<file path="src/rtl/sag_pkg.sv">
package sag_pkg;
  localparam int SAG_AW = 48;

  typedef logic [SAG_AW-1:0] mac_t;

  typedef struct packed {
    logic pref_en;
    logic last_en;
    logic auto_en;
  } guard_cfg_t;

  // true when the entry is enabled and equals the address
  function automatic logic entry_hit(mac_t addr, mac_t entry, logic en);
    return en && (addr == entry);
  endfunction

  // an intruder exists only when at least one entry is trusted and none hit
  function automatic logic is_intruder(mac_t addr, mac_t pref, mac_t last,
                                       logic pref_en, logic last_en);
    logic any_trusted;
    logic any_hit;
    any_trusted = pref_en | last_en;
    any_hit     = entry_hit(addr, pref, pref_en) | entry_hit(addr, last, last_en);
    return any_trusted && !any_hit;
  endfunction
endpackage

</file>
<file path="src/rtl/sag_cmp.sv">
module sag_cmp
  import sag_pkg::*;
(
  input  mac_t sa,
  input  mac_t pref,
  input  mac_t last,
  input  logic pref_en,
  input  logic last_en,
  output logic pref_miss,
  output logic intrude
);
  always_comb begin
    pref_miss = (sa != pref);
    intrude   = is_intruder(sa, pref, last, pref_en, last_en);
  end
endmodule

</file>
<file path="src/rtl/sag_irq.sv">
module sag_irq (
  input  logic clk,
  input  logic rst,
  input  logic set_ev,
  input  logic clr_ev,
  output logic flag
);
  always_ff @(posedge clk) begin
    if (rst)         flag <= 1'b0;
    else if (set_ev) flag <= 1'b1;
    else if (clr_ev) flag <= 1'b0;
  end
endmodule

</file>
<file path="src/rtl/sag_port.sv">
module sag_port
  import sag_pkg::*;
(
  input  logic       clk,
  input  logic       rst,
  input  logic       start,
  input  logic       sa_stb,
  input  mac_t       sa,
  input  logic       fend,
  input  logic       fok,
  input  mac_t       pref,
  input  guard_cfg_t cfg,
  input  logic       unlock,
  output logic       locked,
  output mac_t       last,
  output logic       ev_miss,
  output logic       ev_good_end,
  output logic       ev_lock
);
  mac_t sa_q;
  mac_t last_q;
  logic seen_q;
  logic intr_q;
  logic lock_q;
  logic pref_miss;
  logic intrude;

  sag_cmp u_cmp (
    .sa       (sa),
    .pref     (pref),
    .last     (last_q),
    .pref_en  (cfg.pref_en),
    .last_en  (cfg.last_en),
    .pref_miss(pref_miss),
    .intrude  (intrude)
  );

  assign ev_miss     = sa_stb & pref_miss;
  assign ev_good_end = fend & fok & seen_q;
  assign ev_lock     = ev_good_end & cfg.auto_en & intr_q;

  always_ff @(posedge clk) begin
    if (rst) begin
      sa_q   <= '0;
      seen_q <= 1'b0;
      intr_q <= 1'b0;
    end else begin
      if (start || fend) begin
        seen_q <= 1'b0;
        intr_q <= 1'b0;
      end
      if (sa_stb) begin
        sa_q   <= sa;
        seen_q <= 1'b1;
        intr_q <= intrude;
      end
    end
  end

  always_ff @(posedge clk) begin
    if (rst)              last_q <= '0;
    else if (ev_good_end) last_q <= sa_q;
  end

  always_ff @(posedge clk) begin
    if (rst)          lock_q <= 1'b0;
    else if (ev_lock) lock_q <= 1'b1;
    else if (unlock)  lock_q <= 1'b0;
  end

  assign locked = lock_q;
  assign last   = last_q;
endmodule

</file>
<file path="src/rtl/sa_guard.sv">
module sa_guard
  import sag_pkg::*;
#(
  parameter int NPORTS = 4,
  localparam int AW = SAG_AW
) (
  input  logic               clk,
  input  logic               rst,
  input  logic [NPORTS-1:0]  rx_start,
  input  logic [NPORTS-1:0]  rx_sa_stb,
  input  logic [NPORTS*AW-1:0] rx_sa,
  input  logic [NPORTS-1:0]  rx_end,
  input  logic [NPORTS-1:0]  rx_good,
  input  logic [NPORTS*AW-1:0] cfg_pref_addr,
  input  logic [NPORTS-1:0]  cfg_pref_en,
  input  logic [NPORTS-1:0]  cfg_last_en,
  input  logic [NPORTS-1:0]  cfg_auto_lock,
  input  logic [NPORTS-1:0]  mgmt_unlock,
  input  logic [NPORTS-1:0]  irq_ack,
  output logic [NPORTS-1:0]  port_locked,
  output logic [NPORTS-1:0]  sa_irq,
  output logic               sa_irq_any,
  output logic [NPORTS*AW-1:0] last_sa
);
  logic [NPORTS-1:0] ev_miss;
  logic [NPORTS-1:0] ev_good_end;
  logic [NPORTS-1:0] ev_lock;

  for (genvar p = 0; p < NPORTS; p++) begin : g_port
    guard_cfg_t cfg_p;
    mac_t       last_p;

    assign cfg_p = '{pref_en: cfg_pref_en[p],
                     last_en: cfg_last_en[p],
                     auto_en: cfg_auto_lock[p]};

    sag_port u_port (
      .clk        (clk),
      .rst        (rst),
      .start      (rx_start[p]),
      .sa_stb     (rx_sa_stb[p]),
      .sa         (rx_sa[p*AW +: AW]),
      .fend       (rx_end[p]),
      .fok        (rx_good[p]),
      .pref       (cfg_pref_addr[p*AW +: AW]),
      .cfg        (cfg_p),
      .unlock     (mgmt_unlock[p]),
      .locked     (port_locked[p]),
      .last       (last_p),
      .ev_miss    (ev_miss[p]),
      .ev_good_end(ev_good_end[p]),
      .ev_lock    (ev_lock[p])
    );

    assign last_sa[p*AW +: AW] = last_p;

    sag_irq u_irq (
      .clk   (clk),
      .rst   (rst),
      .set_ev(ev_miss[p]),
      .clr_ev(irq_ack[p]),
      .flag  (sa_irq[p])
    );
  end

  assign sa_irq_any = |sa_irq;
endmodule

</file>
<file path="config.mk">
export PLATFORM = sky130hd
export DESIGN_NAME = sa_guard
export DESIGN_NICKNAME = d
export VERILOG_FILES = /design/src/rtl/sag_pkg.sv /design/src/rtl/sag_cmp.sv /design/src/rtl/sag_irq.sv /design/src/rtl/sag_port.sv /design/src/rtl/sa_guard.sv
export SDC_FILE = /design/constraint.sdc
export NUM_CORES = 1
export LEC_CHECK = 0
export ABC_CLOCK_PERIOD_IN_PS = 1700
export BUFFER_PORTS_ARGS = -buffer_cell sky130_fd_sc_hd__buf_2
export CORE_AREA = 2 2 243 245
export CTS_CLUSTER_SIZE = 10
export DETAILED_ROUTE_END_ITERATION = 6
export DIE_AREA = 0 0 245 247
export PLACE_DENSITY = 0.54
export RECOVER_POWER = 50
export SLEW_MARGIN = 20
export SYNTH_ARGS = -nofsm -noshare
export SYNTH_HDL_FRONTEND = slang
export SYNTH_SLANG_ARGS = --single-unit
export TNS_END_PERCENT = 100
</file>
<file path="constraint.sdc">
create_clock -name clk -period 1.7 [get_ports clk]
set_clock_uncertainty 0.2 [all_clocks]
set_input_delay 0.34 -clock clk [delete_from_list [all_inputs] [get_ports clk]]
set_output_delay 0.34 -clock clk [all_outputs]
set_load 0.03 [all_outputs]
</file>
==> flow_summary.json, run 1 <==
{
  "clkTransAtPathRegs_ns": 0.05,
  "fp.dieW_microns": 245,
  "via_per_inst": 4.75,
  "clock-root-buffer": "clkbuf_16",
  "final_common_cell": "buf_2",
  "via_count": 18800,
  "dp.cells": 3667,
  "period_share": 1.26,
  "cts_made_buffers": 49,
  "die_area_sq_um": 60500,
  "drv_slew": 0,
  "drc": 0,
  "fp.dieH_microns": 247,
  "wire_per_inst_microns": 18.5,
  "htree_levels": 2,
  "drtIter0Drc": 951,
  "port-buffer-count": 622,
  "track_usage": 0.230,
  "routed_wl_microns": 73200,
  "violations": "negative setup slack",
  "crit_path_start_kind": "register",
  "yosysWarningCount": 0,
  "num_io_pins": 623,
  "setup_ws_ns": -0.439,
  "dp_hpwl_microns": 54800,
  "status": "complete, but fails checks",
  "start_util": 0.312,
  "syn_nets": 2501,
  "final_cell_mix": "buf_2, nand2_1, buf_4, xnor2_1, dfxtp_1",
  "grt.overflow.total": 0,
  "final-hold-violation-count": 0,
  "hold_class": "in -> reg",
  "drt-pass1-iter-count": 5,
  "ys_ff_latch": 400,
  "finalNonFillerCells": 3957,
  "synth_seq_area_share": 0.440,
  "drive_gt1_frac": 0.374,
  "place.gp.congestion": 0.916,
  "ys_types": 34,
  "grt_pass1_wl_microns": 108000,
  "setup_viol": 59,
  "slew_headroom": 0.568,
  "clock.fmax_mhz": 468,
  "synth_area_sq_um": 18200,
  "worst_pin_slew_ns": 0.647,
  "worstSetupPathType": "reg -> out",
  "rsz0062_at_grt": "yes",
  "syn_avg_cell_area_sq_um": 8.75,
  "power.density_nw_per_um2": 798,
  "crit_path_end_kind": "output port",
  "critical_path_required_ns": 1.16,
  "crit_arrival_ns": 1.60,
  "cts_tree": "yes",
  "cts_sinks": 400,
  "rows": 89,
  "whs_ns": 0.0366,
  "grt_pass1_vias": 18600,
  "layout_min_cycle_time_ns": 2.14,
  "coreArea_sq_um": 58200,
  "grt_max_degree": 78,
  "ant_nets": 0,
  "cts_max_path_buffers": 3,
  "antenna_found_initial": 3,
  "critPathMaxFanout": 3,
  "clock_latency_ns": 0.58,
  "fin_nets": 3582,
  "syn_inst": 2079,
  "syn_to_final_growth_pct": 62.7,
  "drv_cap": 0,
  "ir_drop_v": 0.000645,
  "p_leak_nw": 12.8
}
## sequential cells by signal, indices dropped and copies added (netlist names)
register              flops
g_port.u_irq.flag         4
g_port.u_port.intr_q      4
g_port.u_port.last      192
g_port.u_port.locked      4
g_port.u_port.sa_q      192
g_port.u_port.seen_q      4
## through the flow
| step | area (sq um) | total power, mW | setup TNS, ns | setup WS, ns | utilization |
|---|---|---|---|---|---|
| CTS | 29300 | 23.8 | -1.67 | -0.490 | 0.503 |
| detailed placement | 24300 | 13.5 | -5.05 | -0.907 | 0.418 |
| global placement | 24300 | 13.5 | -5.24 | -0.941 | 0.418 |
| global route | 29600 | 24.5 | -15.07 | -0.488 | 0.508 |
| finish | 29600 | 23.6 | -4.22 | -0.439 | 0.508 |
| floorplan | 18200 | 11.6 | 0 | 0.00818 | - |
## routing by layer
| metal | share of wire | vias up | global-route usage |
|---|---|---|---|
| met5 | 0.00037 | - | 0 |
| li1 | - | 9073 | - |
| met1 | 0.42 | 8902 | 0.289 |
| met4 | 0.035 | 4 | 0.0825 |
| met3 | 0.065 | 155 | 0.0469 |
| met2 | 0.48 | 647 | 0.390 |
## cell usage after synthesis
| cell type | number | share of area |
|---|---|---|
| dfxtp_1 | 400 | 0.44 |
| nand2_1 | 387 | 0.080 |
| xnor2_1 | 276 | 0.13 |
| nor2_1 | 216 | 0.045 |
| a21oi_1 | 206 | 0.057 |
| mux2i_1 | 192 | 0.11 |
| xor2_1 | 96 | 0.046 |
| nand4_1 | 74 | 0.025 |
| buf_2 | 56 | 0.015 |
| clkbuf_1 | 48 | 0.0099 |
| nor4_1 | 40 | 0.014 |
| inv_1 | 17 | 0.0035 |
| nand3_1 | 13 | 0.0036 |
| buf_1 | 8 | 0.0017 |
| buf_4 | 8 | 0.0033 |
| and3_1 | 7 | 0.0024 |
| a31oi_1 | 5 | 0.0017 |
| a32oi_1 | 4 | 0.0019 |
| nor2b_1 | 4 | 0.0014 |
| nor3_1 | 3 | 0.00083 |
| a41oi_1 | 2 | 0.00096 |
| nor4_2 | 2 | 0.0014 |
| o2111ai_1 | 2 | 0.00096 |
| o21ai_0 | 2 | 0.00055 |
| o22ai_1 | 2 | 0.00069 |
| a221oi_1 | 1 | 0.00048 |
| a22o_1 | 1 | 0.00048 |
| a22oi_1 | 1 | 0.00041 |
| a2bb2oi_1 | 1 | 0.00048 |
| nor4b_1 | 1 | 0.00048 |
| o211a_1 | 1 | 0.00055 |
| o221ai_1 | 1 | 0.00048 |
| o2bb2ai_1 | 1 | 0.00048 |
| or4_1 | 1 | 0.00041 |
## worst max-delay path, cell delays in order, from the launching register on
cell,delay (ns)
dfxtp_2,0.34
or4_4,0.54
buf_6,0.16
## repair_timing
item | 4_1_cts | 5_1_grt
buffers inserted | 11 | 13
gates cloned | 0 | 0
pin swaps | 16 | 14
hold endpoints to repair | 211 | 0
hold buffers | 218 | 0
resized for setup | 497 | 106
setup endpoints to repair | 203 | 119
## where the power goes
part,internal [mW],switching (mW),total [mW]
sequential,9.72,0.208,9.93
combinational,2.04,1.94,3.98
clock,5.72,3.98,9.70
## path summary, 6_finish.rpt
path                            slack, ns  cells after the start                        end                      start
worst max-delay path                -0.44                      2                 sa_irq_any       g_port[2].u_irq.flag
worst max register to register      -0.12                      6    g_port[3].u_port.intr_q  g_port[3].u_port.last[19]
worst min-delay path                 0.04                      4  g_port[0].u_port.sa_q[20]                  rx_sa[20]
worst min register to register       0.24                      2  g_port[1].u_port.last[18]  g_port[1].u_port.sa_q[18]
## cells by family after synthesis
group / synth area share
flip-flops: 0.440
AND/OR/NAND/NOR: 0.174
AO/OA/AOI/OAI: 0.0669
multiplexers: 0.106
buffers and inverters: 0.0338
XOR/XNOR: 0.179
## cell type report
type	instances	area, sq um
Clock inverter	6	62.6
Multi-Input combinational cell	1542	9840
Antenna cell	1	2.50
Tap cell	773	967
Clock buffer	68	1380
Fill cell	5440	28700
Inverter	17	63.8
Timing Repair Buffer	1150	9050
Sequential cell	400	8220
(Power assumes the default switching activity.)
==> run 2: changes to the inputs <==
--- a/config.mk
+++ b/config.mk
@@ -11,6 +11,7 @@
 export CTS_CLUSTER_SIZE = 10
 export DETAILED_ROUTE_END_ITERATION = 6
 export DIE_AREA = 0 0 245 247
+export HOLD_SLACK_MARGIN = 0.15
 export PLACE_DENSITY = 0.54
 export RECOVER_POWER = 50
 export SLEW_MARGIN = 20
==> run 2 against run 1 <==
Fmax is 1.1% lower; total power is 1.2% higher; critical path type is now in -> reg; critical path depth rose by 3; largest cell class is now non-clock buffers; routed wire length is 3.8% higher; count of clock-buffer cells in the layout unchanged; the run still ends with negative setup slack left; final area increased by 3.8%; final cell count increased by 3.1%.
==> flow_summary.json, run 2 (synthesized netlist as in run 1, its figures left out) <==
{
  "status": "complete, but fails checks",
  "violations": "negative setup slack",
  "fin_nets": 3702,
  "finalNonFillerCells": 4080,
  "cts_sinks": 400,
  "crit_path_start_kind": "primary input",
  "start_util": 0.312,
  "coreArea_sq_um": 58200,
  "cp_top_family": "buffers and inverters",
  "worst_pin_slew_ns": 1.06,
  "path_common_cell": "clkbuf_1",
  "path_cells": "clkbuf_1 -> clkbuf_1 -> dlygate4sd3_1 -> mux2i_1 -> nor2_1",
  "ant_nets": 0,
  "slowest_stage": "dlygate4sd3_1",
  "drtIter0Drc": 925,
  "drive_gt1_frac": 0.341,
  "cts_max_path_buffers": 3,
  "power_mw": 23.9,
  "timing.rr.start": "g_port[3].u_port.last[19]",
  "grt_pass1_vias": 19500,
  "dp.cells": 3667,
  "rsz0062_at_grt": "yes",
  "drv_slew": 0,
  "port-buffer-count": 622,
  "clkTransAtPathRegs_ns": 0.05,
  "slew_headroom": 0.295,
  "fillers": 5348,
  "cts_made_buffers": 49,
  "worstSetupPathType": "in -> reg",
  "power.density_nw_per_um2": 778,
  "layout_min_cycle_time_ns": 2.16,
  "path_buf_inv": 3,
  "via_per_inst": 4.77,
  "finalSetupTns_ns": -8.39,
  "hold_class": "in -> reg",
  "wire_per_inst_microns": 18.6,
  "die_area_sq_um": 60500,
  "setup_viol": 55,
  "drt-pass1-iter-count": 5,
  "max_stage_delay_ns": 1.21,
  "track_usage": 0.237,
  "final_cell_mix": "nand2_1, buf_2, dlygate4sd3_1, xnor2_1, buf_4",
  "place.gp.congestion": 0.916,
  "routed_wl_microns": 75900,
  "final_common_cell": "nand2_1",
  "syn_to_final_growth_pct": 68.8,
  "clock_latency_ns": 0.58,
  "crit_arrival_ns": 2.41,
  "crit_path_end_kind": "register",
  "antenna_found_initial": 5,
  "critical_path_required_ns": 1.94,
  "drc": 0,
  "grt.overflow.total": 0,
  "dp_hpwl_microns": 54800,
  "clock-root-buffer": "clkbuf_16",
  "via_count": 19400,
  "num_io_pins": 623,
  "period_share": 1.27,
  "holdCritStartpoint": "cfg_pref_addr[117]",
  "final_area_sq_um": 30700,
  "grt_max_degree": 78,
  "drv_cap": 0,
  "grt_pass1_wl_microns": 112000,
  "critPathMaxFanout": 13,
  "rows": 89,
  "cts_tree": "yes",
  "ir_drop_v": 0.000647,
  "htree_levels": 2,
  "dpl_cell_area_sq_um": 24300,
  "fp.dieW_microns": 245,
  "crit_start": "rx_sa_stb[3]",
  "final-hold-violation-count": 0,
  "clock.fmax_mhz": 463,
  "fp.dieH_microns": 247,
  "setup_ws_ns": -0.461,
  "p_leak_nw": 13.1
}
[run 2: cell types whose count changed in the layout (fill, tap and decap cells not counted), moves of 4 or more]
cell           previous run  this run
dlygate4sd3_1           217       329
clkbuf_1                 15        98
buf_4                   300       255
buf_2                   419       376
clkbuf_4                  3         9
buf_6                   180       184
[run 2: worst paths after layout]
kind	endpoint	slack, ns	depth (start not counted)
worst max-delay path	g_port[3].u_port.sa_q[27]	-0.46	5
worst min-delay path	g_port[2].u_irq.flag	0.14	7
worst max register to register	g_port[3].u_port.intr_q	-0.10	6
worst min register to register	g_port[2].u_port.last[35]	0.24	2
[run 2: layout make-up]
type / instances / area, sq um / area share
Tap cell: 773 / 967 / 0.0315
Inverter: 17 / 63.8 / 0.00208
Timing Repair Buffer: 1270 / 10100 / 0.328
Clock inverter: 6 / 62.6 / 0.00204
Sequential cell: 400 / 8210 / 0.267
Clock buffer: 68 / 1380 / 0.0449
Antenna cell: 4 / 10.0 / 0.000326
Multi-Input combinational cell: 1542 / 9950 / 0.324
[run 2: report_power, final]
group          leakage [nW]  internal, mW  total [mW]  switching [mW]
Clock                 0.707          5.72        9.72            4.00
Combinational          9.01          2.22        4.24            2.02
Sequential             3.35          9.72        9.93           0.211
Total                  13.1          17.7        23.9            6.23
[run 2: worst register-to-register path, cell delays in order, from the launching register on]
cell and delay, ns:
dfxtp_2 0.34, xor2_1 0.17, nor4_4 0.32, buf_4 0.16, nand4_1 0.09, nor4_1 0.28, a31oi_1 0.12
[run 2: per-stage QoR]
step            util  setup slack (ns)  hold slack [ns]
2_1_floorplan      -           0.00818            0.224
3_3_place_gp   0.418            -0.941            0.234
3_5_place_dp   0.418            -0.907            0.242
4_1_cts        0.524            -0.490           0.0514
5_1_grt        0.527            -0.488            0.148
6_report       0.527            -0.461            0.143
[run 2: per-layer routing]
metal,track usage,wire length (microns),vias to the layer above
met1,0.299,31700,9324
met5,0,13,-
met4,0.0789,2450,2
met3,0.0446,4860,152
li1,-,-,9307
met2,0.406,36900,664
[run 2: what timing repair did]
item | 4_1_cts | 5_1_grt
gates resized for setup | 497 | 133
setup endpoints to repair | 203 | 201
cloned | 0 | 1
endpoints found under the hold margin | 383 | 58
setup buffers | 11 | 14
pin swaps | 16 | 30
hold buffers | 340 | 10
